==> src/rtl/keypad_lock_pkg.sv <==
package keypad_lock_pkg;

  // Tracker states
  typedef enum logic [1:0] {
    ST_ARMED  = 2'd0,  // waiting for the next digit press
    ST_HELD   = 2'd1,  // accepted press still down, waiting for release
    ST_REJECT = 2'd2,  // wrong press seen, waiting for release
    ST_OPEN   = 2'd3   // combination complete
  } lock_state_e;

endpackage

==> src/rtl/key_decoder.sv <==
module key_decoder #(
  parameter int NUM_KEYS = 10,
  parameter int DIG_W    = $clog2(NUM_KEYS)
) (
  input  logic [NUM_KEYS-1:0] keys,
  output logic                idle,
  output logic                single,
  output logic [DIG_W-1:0]    digit
);

  localparam int CNT_W = $clog2(NUM_KEYS + 1);

  logic [CNT_W-1:0] hits;

  always_comb begin
    hits  = '0;
    digit = '0;
    for (int i = 0; i < NUM_KEYS; i++) begin
      if (keys[i]) begin
        hits  = hits + CNT_W'(1);
        digit = DIG_W'(i);
      end
    end
  end

  assign idle   = (hits == '0);
  assign single = (hits == CNT_W'(1));

  always_comb begin
    if (single === 1'b1) begin
      AST_DIGIT_IS_PRESSED_KEY: assert (keys[digit] == 1'b1);
    end
  end

endmodule

==> src/rtl/code_table.sv <==
module code_table #(
  parameter int                        CODE_LEN = 8,
  parameter int                        DIG_W    = 4,
  parameter int                        IDX_W    = 3,
  parameter logic [CODE_LEN*DIG_W-1:0] CODE     = 32'h96848001
) (
  input  logic [IDX_W-1:0] idx,
  output logic [DIG_W-1:0] expected,
  output logic             last
);

  logic [DIG_W-1:0] entry [CODE_LEN];

  for (genvar g = 0; g < CODE_LEN; g++) begin : g_entry
    assign entry[g] = CODE[g*DIG_W +: DIG_W];
  end

  assign expected = entry[idx];
  assign last     = (idx == IDX_W'(CODE_LEN - 1));

endmodule

==> src/rtl/seq_tracker.sv <==
module seq_tracker
  import keypad_lock_pkg::*;
#(
  parameter int DIG_W = 4,
  parameter int IDX_W = 3
) (
  input  logic             clk,
  input  logic             rst,
  input  logic             idle,
  input  logic             single,
  input  logic [DIG_W-1:0] digit,
  input  logic [DIG_W-1:0] expected,
  input  logic             last,
  output logic [IDX_W-1:0] idx,
  output logic             unlock
);

  lock_state_e state;

  always_ff @(posedge clk) begin
    if (rst) begin
      state <= ST_ARMED;
      idx   <= '0;
    end else begin
      unique case (state)
        ST_ARMED: begin
          if (!idle) begin
            if (single && (digit == expected)) begin
              state <= last ? ST_OPEN : ST_HELD;
            end else begin
              state <= ST_REJECT;
              idx   <= '0;
            end
          end
        end
        ST_HELD: begin
          if (idle) begin
            state <= ST_ARMED;
            idx   <= idx + IDX_W'(1);
          end
        end
        ST_REJECT: begin
          if (idle) state <= ST_ARMED;
        end
        ST_OPEN: state <= ST_OPEN;
        default: state <= ST_ARMED;
      endcase
    end
  end

  assign unlock = (state == ST_OPEN);

  AST_OPEN_STICKY: assert property (@(posedge clk) disable iff (rst)
    unlock |=> unlock);

  AST_RESET_CLEARS: assert property (@(posedge clk)
    rst |=> (!unlock && idx == '0));

  AST_SINGLE_STEP: assert property (@(posedge clk) disable iff (rst)
    1'b1 |=> (idx == $past(idx) || idx == $past(idx) + IDX_W'(1) || idx == '0));

  AST_ADVANCE_AFTER_RELEASE: assert property (@(posedge clk) disable iff (rst)
    (idx != '0 && idx != $past(idx)) |-> $past(idle));

  AST_MULTI_REJECT: assert property (@(posedge clk) disable iff (rst)
    (state == ST_ARMED && !idle && !single) |=> (state == ST_REJECT));

  AST_OPEN_ON_LAST: assert property (@(posedge clk) disable iff (rst)
    $rose(unlock) |-> ($past(last) && $past(single) && $past(digit) == $past(expected)));

endmodule

==> src/rtl/keypad_lock.sv <==
module keypad_lock #(
  parameter int                        NUM_KEYS = 10,
  parameter int                        CODE_LEN = 8,
  parameter int                        DIG_W    = $clog2(NUM_KEYS),
  parameter logic [CODE_LEN*DIG_W-1:0] CODE     = 32'h96848001
) (
  input  logic                clk,
  input  logic                rst,
  input  logic [NUM_KEYS-1:0] keys,
  output logic                unlock
);

  localparam int IDX_W = (CODE_LEN > 1) ? $clog2(CODE_LEN) : 1;

  logic             idle;
  logic             single;
  logic [DIG_W-1:0] digit;
  logic [DIG_W-1:0] expected;
  logic             last;
  logic [IDX_W-1:0] idx;

  key_decoder #(
    .NUM_KEYS (NUM_KEYS),
    .DIG_W    (DIG_W)
  ) decode_i (
    .keys   (keys),
    .idle   (idle),
    .single (single),
    .digit  (digit)
  );

  code_table #(
    .CODE_LEN (CODE_LEN),
    .DIG_W    (DIG_W),
    .IDX_W    (IDX_W),
    .CODE     (CODE)
  ) table_i (
    .idx      (idx),
    .expected (expected),
    .last     (last)
  );

  seq_tracker #(
    .DIG_W (DIG_W),
    .IDX_W (IDX_W)
  ) track_i (
    .clk      (clk),
    .rst      (rst),
    .idle     (idle),
    .single   (single),
    .digit    (digit),
    .expected (expected),
    .last     (last),
    .idx      (idx),
    .unlock   (unlock)
  );

endmodule

==> config.mk <==
export PLATFORM = sky130hd
export DESIGN_NAME = keypad_lock
export DESIGN_NICKNAME = d
export VERILOG_FILES = /design/src/rtl/keypad_lock_pkg.sv /design/src/rtl/key_decoder.sv /design/src/rtl/code_table.sv /design/src/rtl/seq_tracker.sv /design/src/rtl/keypad_lock.sv
export SDC_FILE = /design/constraint.sdc
export NUM_CORES = 1
export LEC_CHECK = 0
export ABC_AREA = 1
export BUFFER_PORTS_ARGS = -buffer_cell sky130_fd_sc_hd__buf_2
export CAP_MARGIN = 20
export CORE_ASPECT_RATIO = 1.1
export CORE_MARGIN = 3
export CORE_UTILIZATION = 60
export DETAILED_ROUTE_END_ITERATION = 16
export PLACE_DENSITY = 0.8
export SLEW_MARGIN = 20
export SYNTH_ARGS = -nofsm -noshare
export SYNTH_HDL_FRONTEND = slang
export SYNTH_SLANG_ARGS = --single-unit
export TNS_END_PERCENT = 30
==> constraint.sdc <==
create_clock -name clk -period 14.1 [get_ports clk]
set_clock_uncertainty 0.15 [all_clocks]
set_input_delay 0 -clock clk [delete_from_list [all_inputs] [get_ports clk]]
set_output_delay 0 -clock clk [all_outputs]
set_load 0.005 [all_outputs]
Word-level counts from Yosys, hierarchy flattened
Memory sizes are Yosys's and may differ from the RTL's.
Cells that the tools add are included.
{ "word_totals": {"regBits": 5, "romBits": 32, "input_bits": 12, "output_inout_bits": 1, "elab_cells": 62, "n_memories": 1} }
{ "memory_table": {"columns": ["memory", "depth", "width", "rd", "rd_ports_with_merged_regs", "write_ports", "line_no", "text"], "rows": [
  ["(no name shown)", 8, 4, 1, 0, 0, "code_table.sv:18", "assign expected = entry[idx];"]
]} }
{ "classes": {"add_sub_neg": 10, "n_lt_le_gt_ge": 1, "eq_ne": 10, "mux": 30, "n_bitwise": 1, "reduce_logical": 7} }
{ "op_table": {"columns": ["cell", "n"], "rows": [
  ["$mux 4", 13],
  ["$add 4x1->4 const B", 8],
  ["$mux 3", 7],
  ["$mux 2", 6],
  ["$pmux 2 s3", 1],
  ["$pmux 3 s2", 1],
  ["$eq 2x2->1 const B", 2],
  ["$eq 4x1->1 const B", 1],
  ["$eq 4x4->1", 1],
  ["$ge 4x4->1 const B", 1],
  ["$logic_not 4->1", 1],
  ["$ne 2x1->1 const B", 2],
  ["$ne 2x2->1 const B", 2],
  ["$not 3->4", 1],
  ["$reduce_and 4->1", 1],
  ["$add 3x1->3 const B", 1],
  ["$eq 3x3->1 const B", 1],
  ["$add 1x1->2 const B", 1],
  ["$eq 2x1->1 const B", 1],
  ["$logic_not 2->1", 1],
  ["$mux 1", 2],
  ["$reduce_and 2->1", 1],
  ["$reduce_bool 2->1", 1],
  ["$reduce_or 2->1", 1],
  ["$logic_and 1x1->1", 1]
]} }

Logic depth before layout (Yosys ltp)
Gate-level depths: netlist of run 1.
{ "logic_depth": {"ltp_word": 24, "depth_mapped": 38, "mapped_depth_nobuf": 38} }

By module
From an unflattened synthesis of run 1, not the netlist that was laid out.
{ "hier_totals": {"cells_unflattened": 259, "area_unflattened_um2": 1435.1} }
{ "by_module_without_submodules": {"columns": ["module", "n_inst", "cells_per_inst", "area_each_um2", "seq_area_each_um2"], "rows": [
  ["key_decoder", 1, 180, 945.9, 0.0],
  ["seq_tracker", 1, 68, 444.2, 100.1],
  ["code_table", 1, 11, 45.0, 0.0]
]} }

Worst setup path before layout of run 1
No wires, ideal clock.
{ "synth_path": {"kind": "input-to-reg", "startpoint": "input keys[1]", "endpoint": "register track_i.state[1]", "setup_ns": 0.115, "t_arrival_ns": 4.390, "required_time_ns": 13.835, "slack_ns": 9.446, "stages": 33, "n_path_buf": 0, "path_cell_list": "inv_1 > ha_1 > inv_1 > nand2_1 > nand2_1 > ha_1 > nand2_1 > nand2_1 > ha_1 > or2_1 > nand2_1 > inv_1 > ha_1 > nand2_1 > nand2_1 > ha_1 > or2_2 > nand2_1 > inv_1 > ha_1 > nand2_1 > nand2_1 > ha_1 > nand2_1 > nand2_1 > ha_1 > o21ai_2 > and2_4 > nand4_2 > nand2_1 > inv_1 > nor2_1 > nor2_1"} }
{ "synth_via": {"elab_chain_len": 22, "word_cells_on_any_way": 36, "cone_classes": "add/sub: 8; eq/ne: 4; mux: 21; reduce/logical: 3"} }
{ "synth_rtl": {"columns": ["item", "line_no", "text"], "rows": [
  ["start: declaration", "keypad_lock.sv:9", "input logic [NUM_KEYS-1:0] keys,"],
  ["$mux 4", "key_decoder.sv:19", "if (keys[i]) begin"],
  ["$add 4x1->4", "key_decoder.sv:20", "hits = hits + CNT_W'(1);"],
  ["$mux 4", "key_decoder.sv:19", null],
  ["$add 4x1->4", "key_decoder.sv:20", null],
  ["$mux 4", "key_decoder.sv:19", null],
  ["$add 4x1->4", "key_decoder.sv:20", null],
  ["$mux 4", "key_decoder.sv:19", null],
  ["$add 4x1->4", "key_decoder.sv:20", null],
  ["(+6 left out)", null, null],
  ["$mux 4", "key_decoder.sv:19", null],
  ["$add 4x1->4", "key_decoder.sv:20", null],
  ["$mux 4", "key_decoder.sv:19", null],
  ["$eq 4x1->1", "key_decoder.sv:27", "assign single = (hits == CNT_W'(1));"],
  ["$logic_and 1x1->1", "seq_tracker.sv:28", "if (single && (digit == expected)) begin"],
  ["$mux 2", "seq_tracker.sv:28", null],
  ["$mux 2", "seq_tracker.sv:27", "if (!idle) begin"],
  ["$pmux 2 s3", "seq_tracker.sv:25", "unique case (state)"],
  ["end signal: assignment", "seq_tracker.sv:29", "state <= last ? ST_OPEN : ST_HELD;"],
  ["end: declaration", "seq_tracker.sv:18", "lock_state_e state;"]
]} }
Parallel ways exist; a longest one is shown, timed or not. The select of a mux whose other input is x is not followed.
A chain may end at the register's enable or synchronous reset.

Final worst setup path of run 1
Ends and elaborated chain as after synthesis.

==> results.sh, run 1 <==
export IMPL_status="finished clean"
export IMPL_cp_max_fo=4
export IMPL_multi_input_area_um2=1176
export IMPL_die_w_um=52.80
export IMPL_critical_path_slowest_cell="ha_1"
export IMPL_clk_latency_ns=0.23
export IMPL_core_um2=2275
export IMPL_final_util=0.6942
export IMPL_start_util=0.6353
export IMPL_synth_ff_type="dfxtp_1"
export IMPL_vias=1429
export IMPL_syn_inst=247
export IMPL_num_rows=18
export IMPL_viasPerCell=4.861
export IMPL_grt_usage=0.1943
export IMPL_worstReg2RegStart="track_i.idx[1]"
export IMPL_crit_family="adder cells"
export IMPL_crit_type="in2reg"
export IMPL_grt_max_degree=9
export IMPL_rsz0062_at_grt="no"
export IMPL_ios=13
export IMPL_htreeDepth=1
export IMPL_report_final_hold_viol_count=0
export IMPL_critPathBufInv=6
export IMPL_power_total_uw=148.6
export IMPL_synth_common_cells="nand2_1, inv_1, nand2_2"
export IMPL_synth_top_cell_by_area="nand2_1"
export IMPL_place_gp_congestion=0.7726
export IMPL_seqCellArea_um2=100.1
export IMPL_die_area_um2=3034
export IMPL_worst_slew_pin_slew_ns=0.2658
export IMPL_synth_seq_area_share=0.06926
export IMPL_cts_sinks=5
export IMPL_critPathLaunchType="primary input"
export IMPL_drive_above_1_share=0.2386
export IMPL_r2r_end="track_i.state[1]"
export IMPL_clock_fmax_ghz=0.2046
export IMPL_fp_dieH_um=57.47
export IMPL_setup_tns_ns=0
export IMPL_synth_area_leaders="nand2_1, ha_1, inv_1, nand2_2, nand3_1"
export IMPL_clock_path_buffers=2
export IMPL_fillers=225
export IMPL_n_antenna_cell=0
export IMPL_port_buffers=12
export IMPL_postRouteAntennaNets=0
export IMPL_post_cts_buffers=0
export IMPL_nNetsFinal=294
export IMPL_yosysTopAreaCellShare=0.1740
export IMPL_cp_depth=34
export IMPL_grt_pass1_vias=1297
export IMPL_synthToLayoutAreaGrowth_pct=9.264
export IMPL_reg2reg_depth=13
export IMPL_crit_required_ns=14.08
export IMPL_max_stage_delay_ns=0.34
export IMPL_holdCritPathClass="in2reg"
export IMPL_setup_viol=0
export IMPL_timing_hold_ws_ns=0.2470
export IMPL_avgSynthCellArea_um2=5.851
export IMPL_async_flop_share=0
export IMPL_clk_pin_slew_ns=0.04
export IMPL_period_share=0.3467
export IMPL_syn_area_um2=1445
export IMPL_ys_warnings_count=0
export IMPL_wire_per_inst_um=8.680
export IMPL_grt_ovfl_total=0
export IMPL_vdd_ir_drop_max_mv=0.08755
export IMPL_antenna_found_initial=0
export IMPL_layoutNonFillerInstCount=294
export IMPL_cts_root_buf="clkbuf_4"
export IMPL_synth_nets=276
export IMPL_grt_pass1_wl_mm=4.754
export IMPL_hold_path_end="track_i.state[1]"
export IMPL_drcViolationCount=0
export IMPL_p_leak_uw=0.0009428
export IMPL_r2r_slack_ns=12.02
export IMPL_yosysMostFrequentCell="nand2_1"
export IMPL_dpl_hpwl_mm=2.280
export IMPL_drv_cap=0
export IMPL_ys_ff_latch=5
export IMPL_synth_edf_count=0
export IMPL_slew_viol_final=0
export IMPL_yosys_cell_types_count=27
export IMPL_min_from="keys[9]"
export IMPL_slew_headroom=0.8222
export IMPL_wl_mm=2.552
export IMPL_pwr_density_cell_nw_per_um2=94.12
export IMPL_worstPathArrival_ns=4.87
export IMPL_dp_cells=289
export IMPL_cpMostUsedCell="nand2_1"
export IMPL_period_minus_slack_ns=4.889
export IMPL_drt_first_pass_iters=4
export IMPL_cp_end_kind="register"
export IMPL_drt_initial_drc_count=24
export IMPL_cts_resized=0
export IMPL_hold_depth=9
export IMPL_cts_tree="built"
export IMPL_cts_buffers=3
==> registers in the layout, indices dropped and copies added (netlist names) <==
| register | flops |
|---|---|
| track_i.idx | 3 |
| track_i.state | 2 |
==> power by group <==
part / switching [µW] / total, µW / internal [µW]
Sequential: 3.92 / 21.9 / 18.0
Clock: 5.27 / 15.9 / 10.7
Combinational: 68.0 / 111 / 42.8
Total: 77.2 / 149 / 71.4
==> metrics by stage <==
stage / instance area, µm² / setup WS (ns)
detailed placement: 1543 / 8.997
CTS: 1579 / 9.234
global route: 1579 / 8.778
floorplan: 1445 / 9.446
finish: 1579 / 9.211
global placement: 1543 / 9.073
==> worst reg2reg max path: stages, from the launching register on <==
cell and delay (ns):
dfxtp_1 0.38, ha_1 0.22, o21ai_0 0.10, xor2_1 0.15, a31oi_1 0.14, nand3b_1 0.10
nor2_1 0.12, nand2_1 0.06, nor2_1 0.11, nand3_2 0.11, o21bai_1 0.13, nand2_1 0.07
nor2_1 0.09, nor2_1 0.04
==> logic make-up (layout without fill, tap and decap cells) <==
family / count (synthesis) / after routing / share of synthesized area
compound gates: 21 / 21 / 0.08226
xor+xnor: 4 / 4 / 0.02425
fa+ha+maj: 17 / 17 / 0.1472
buf+inv: 45 / 62 / 0.1169
flops: 5 / 5 / 0.06927
simple gates: 155 / 155 / 0.5602
==> cell type report <==
class                      instances  area share
clock buffer                       4     0.01664
timing repair buffer              13     0.04437
sequential                         5     0.06339
tap                               30     0.02377
inverter                          45      0.1070
multi-input combinational        197      0.7449
==> cells in the final DEF (no fill, tap or decap), drive strengths merged, types with 2 or more instances in the layout <==
cell,n
dfxtp,5
inv,45
o21bai,2
xnor2,2
a21oi,6
nand2,93
o21ai,12
clkbuf,4
nor2,24
ha,17
buf,12
nand3,30
xor2,2
nand4,2
or2,4
==> repair_timing <==
action	4_1_cts	5_1_grt
hold buffers	1	0
setup endpoints to repair	0	0
hold endpoints to repair	5	0
==> worst max path at each step <==
stage | start | to | slack (ns)
floorplan | keys[1] | track_i.state[1] | 9.45
global placement | keys[1] | track_i.state[1] | 9.07
detailed placement | keys[1] | track_i.state[1] | 9.00
CTS | keys[1] | track_i.state[1] | 9.23
global route | keys[1] | track_i.state[1] | 8.78
finish | keys[1] | track_i.state[1] | 9.21
==> layer usage <==
metal  part of all wire  wire length (µm)  vias up  track usage
li1                   -                 -      802            -
met4             0.0039                10        0      0.04380
met1               0.47              1204      613       0.2337
met5                  0                 0        -            0
met2               0.51              1307       12       0.3635
met3              0.011                29        2      0.01567
(Power assumes the default switching activity.)
==> inputs of run 2 (changes only) <==
--- a/config.mk
+++ b/config.mk
@@ -5,7 +5,7 @@
 export SDC_FILE = /design/constraint.sdc
 export NUM_CORES = 1
 export LEC_CHECK = 0
-export ABC_AREA = 1
+export ABC_AREA = 0
 export BUFFER_PORTS_ARGS = -buffer_cell sky130_fd_sc_hd__buf_2
 export CAP_MARGIN = 20
 export CORE_ASPECT_RATIO = 1.1
==> constraint.sdc (replaced) <==
create_clock -name clk -period 4.58 [get_ports clk]
set_clock_uncertainty 0.15 [all_clocks]
set_input_delay 0 -clock clk [delete_from_list [all_inputs] [get_ports clk]]
set_output_delay 0 -clock clk [all_outputs]
set_load 0.005 [all_outputs]
==> results.sh, run 2 <==
export IMPL_worstPathArrival_ns=5.26
export IMPL_port_buffers=12
export IMPL_wl_mm=4.189
export IMPL_synthToLayoutAreaGrowth_pct=36.68
export IMPL_grt_ovfl_total=0
export IMPL_drt_initial_drc_count=72
export IMPL_ios=13
export IMPL_met3_usage=0.05836
export IMPL_crit_family="adder cells"
export IMPL_vdd_ir_drop_max_mv=0.4255
export IMPL_setup_viol=5
export IMPL_rsz0062_at_grt="yes"
export IMPL_cp_end_kind="register"
export IMPL_cpMostUsedCell="ha_4"
export IMPL_synth_nets=210
export IMPL_violations="negative setup slack"
export IMPL_report_final_hold_viol_count=0
export IMPL_reg_top3="track_i.idx (3), track_i.state (2)"
export IMPL_cts_root_buf="clkbuf_4"
export IMPL_cts_tree="built"
export IMPL_synth_edf_count=0
export IMPL_status="complete, but fails checks"
export IMPL_slew_viol_final=0
export IMPL_slew_headroom=0.6144
export IMPL_met2_usage=0.5548
export IMPL_cts_sinks=5
export IMPL_met1_usage=0.3285
export IMPL_dp_slack_ns=-1.056
export IMPL_grt_pass1_vias=1550
export IMPL_crit_type="in2reg"
export IMPL_layout_common_cells="buf_4, nand2_1, ha_1"
export IMPL_ys_ff_latch=5
export IMPL_grt_usage=0.2935
export IMPL_viasPerCell=6.204
export IMPL_clock_path_buffers=2
export IMPL_worst_slew_pin_slew_ns=0.5764
export IMPL_largest_reg_flops=3
export IMPL_synth_seq_area_share=0.07105
export IMPL_critical_path_slowest_cell="or4_4"
export IMPL_gr_max_usage_layer="met2"
export IMPL_layoutNonFillerInstCount=245
export IMPL_crit_required_ns=4.56
export IMPL_vias=1520
export IMPL_core_um2=2106
export IMPL_start_util=0.6690
export IMPL_num_rows=17
export IMPL_synth_ff_type="dfxtp_1"
export IMPL_synth_area_leaders="ha_1, dfxtp_1, nand2_1, xnor3_1, xor2_1"
export IMPL_grt_pass1_wl_mm=6.796
export IMPL_n_antenna_cell=0
export IMPL_final_cell_area_um2=1926
export IMPL_holdCritPathClass="in2reg"
export IMPL_top_register="track_i.idx"
export IMPL_htreeDepth=1
export IMPL_ys_warnings_count=0
export IMPL_max_stage_delay_ns=0.53
export IMPL_cts_buffers=3
export IMPL_fin_ws_ns=-0.6977
export IMPL_place_gp_congestion=0.8066
export IMPL_final_util=0.9144
export IMPL_period_minus_slack_ns=5.278
export IMPL_final_common_cell="buf_4"
export IMPL_yosys_cell_types_count=54
export IMPL_async_flop_share=0
export IMPL_clk_latency_ns=0.24
export IMPL_dpl_hpwl_mm=2.754
export IMPL_critPathLaunchType="primary input"
export IMPL_dpl_cell_area_um2=1734
export IMPL_die_area_um2=2966
export IMPL_dp_cells=233
export IMPL_avgSynthCellArea_um2=7.784
export IMPL_setup_tns_ns=-3.184
export IMPL_antenna_found_initial=0
export IMPL_drt_first_pass_iters=4
export IMPL_drcViolationCount=0
export IMPL_cp_max_fo=5
export IMPL_p_leak_uw=0.0008500
export IMPL_grt_max_degree=14
export IMPL_period_share=1.152
export IMPL_nNetsFinal=247
export IMPL_fp_dieH_um=56.82
export IMPL_clk_pin_slew_ns=0.04
export IMPL_die_w_um=52.20
export IMPL_drv_cap=0
export IMPL_syn_area_um2=1409
export IMPL_syn_inst=181
export IMPL_wire_per_inst_um=17.10
export IMPL_pwr_density_cell_nw_per_um2=368.6
export IMPL_yosysMostFrequentCell="nand2_1"
export IMPL_synth_common_cells="nand2_1, ha_1, nor2_1"
export IMPL_yosysTopAreaCellShare=0.1510
export IMPL_synth_top_cell_by_area="ha_1"
export IMPL_postRouteAntennaNets=0
export IMPL_clock_fmax_ghz=0.1895
export IMPL_critPathBufInv=3
export IMPL_drive_above_1_share=0.3733
==> run 2: final cells by class <==
class | instances | area, µm²
clock buffer | 4 | 26.28
fill | 94 | 180.2
inverter | 11 | 53.80
multi-input combinational | 155 | 1386
sequential | 5 | 100.1
tap | 28 | 35.03
timing repair buffer | 42 | 324.1
==> run 2: layer usage <==
layer	vias up	wire length [µm]
met4	0	102
met5	-	0
met2	71	2236
met3	12	215
met1	710	1635
li1	727	-
==> run 2: logic make-up after synthesis <==
logic type / count (synthesis) / synth area share
buffers and inverters: 21 / 0.06483
multiplexers: 3 / 0.02220
adder cells (fa/ha/maj): 17 / 0.1510
XOR/XNOR: 22 / 0.2078
AND/OR/NAND/NOR: 70 / 0.2620
flip-flops: 5 / 0.07105
AO/OA/AOI/OAI: 43 / 0.2211
==> run 2: worst paths after layout <==
path	startpoint	to	slack (ns)	cells after the start
worst max register to register	track_i.idx[0]	track_i.state[0]	1.88	9
worst max-delay path	keys[1]	track_i.idx[2]	-0.70	30
worst min-delay path	keys[9]	track_i.idx[0]	0.39	5
worst min register to register	track_i.state[0]	track_i.state[0]	0.44	2
==> run 2: power breakdown <==
group	switching, µW	internal [µW]	leakage [µW]
sequential	2.36	48.1	0.0000406
combinational	302	307	0.000794
clock	17.1	32.9	0.0000150
total	322	388	0.000850
==> run 2: metrics by stage <==
step	total power, µW	hold slack (ns)
global route	764.0	0.4228
floorplan	417.7	-0.08093
CTS	627.3	0.3402
finish	709.8	0.3904
detailed placement	548.4	0.1097
global placement	518.8	0.09542
==> run 2: what timing repair did <==
| item | CTS | global route |
|---|---|---|
| pin swaps | 16 | 8 |
| hold buffers | 2 | 0 |
| endpoints found under the hold margin | 3 | 0 |
| setup endpoints to repair | 5 | 5 |
| buffers inserted | 4 | 2 |
| resized for setup | 9 | 11 |
==> run 2: worst min-delay path, stage by stage <==
cell      delay, ns
buf_2          0.16
xnor2_1        0.19
nor2_1         0.09
a21boi_0       0.18
o21a_1         0.13
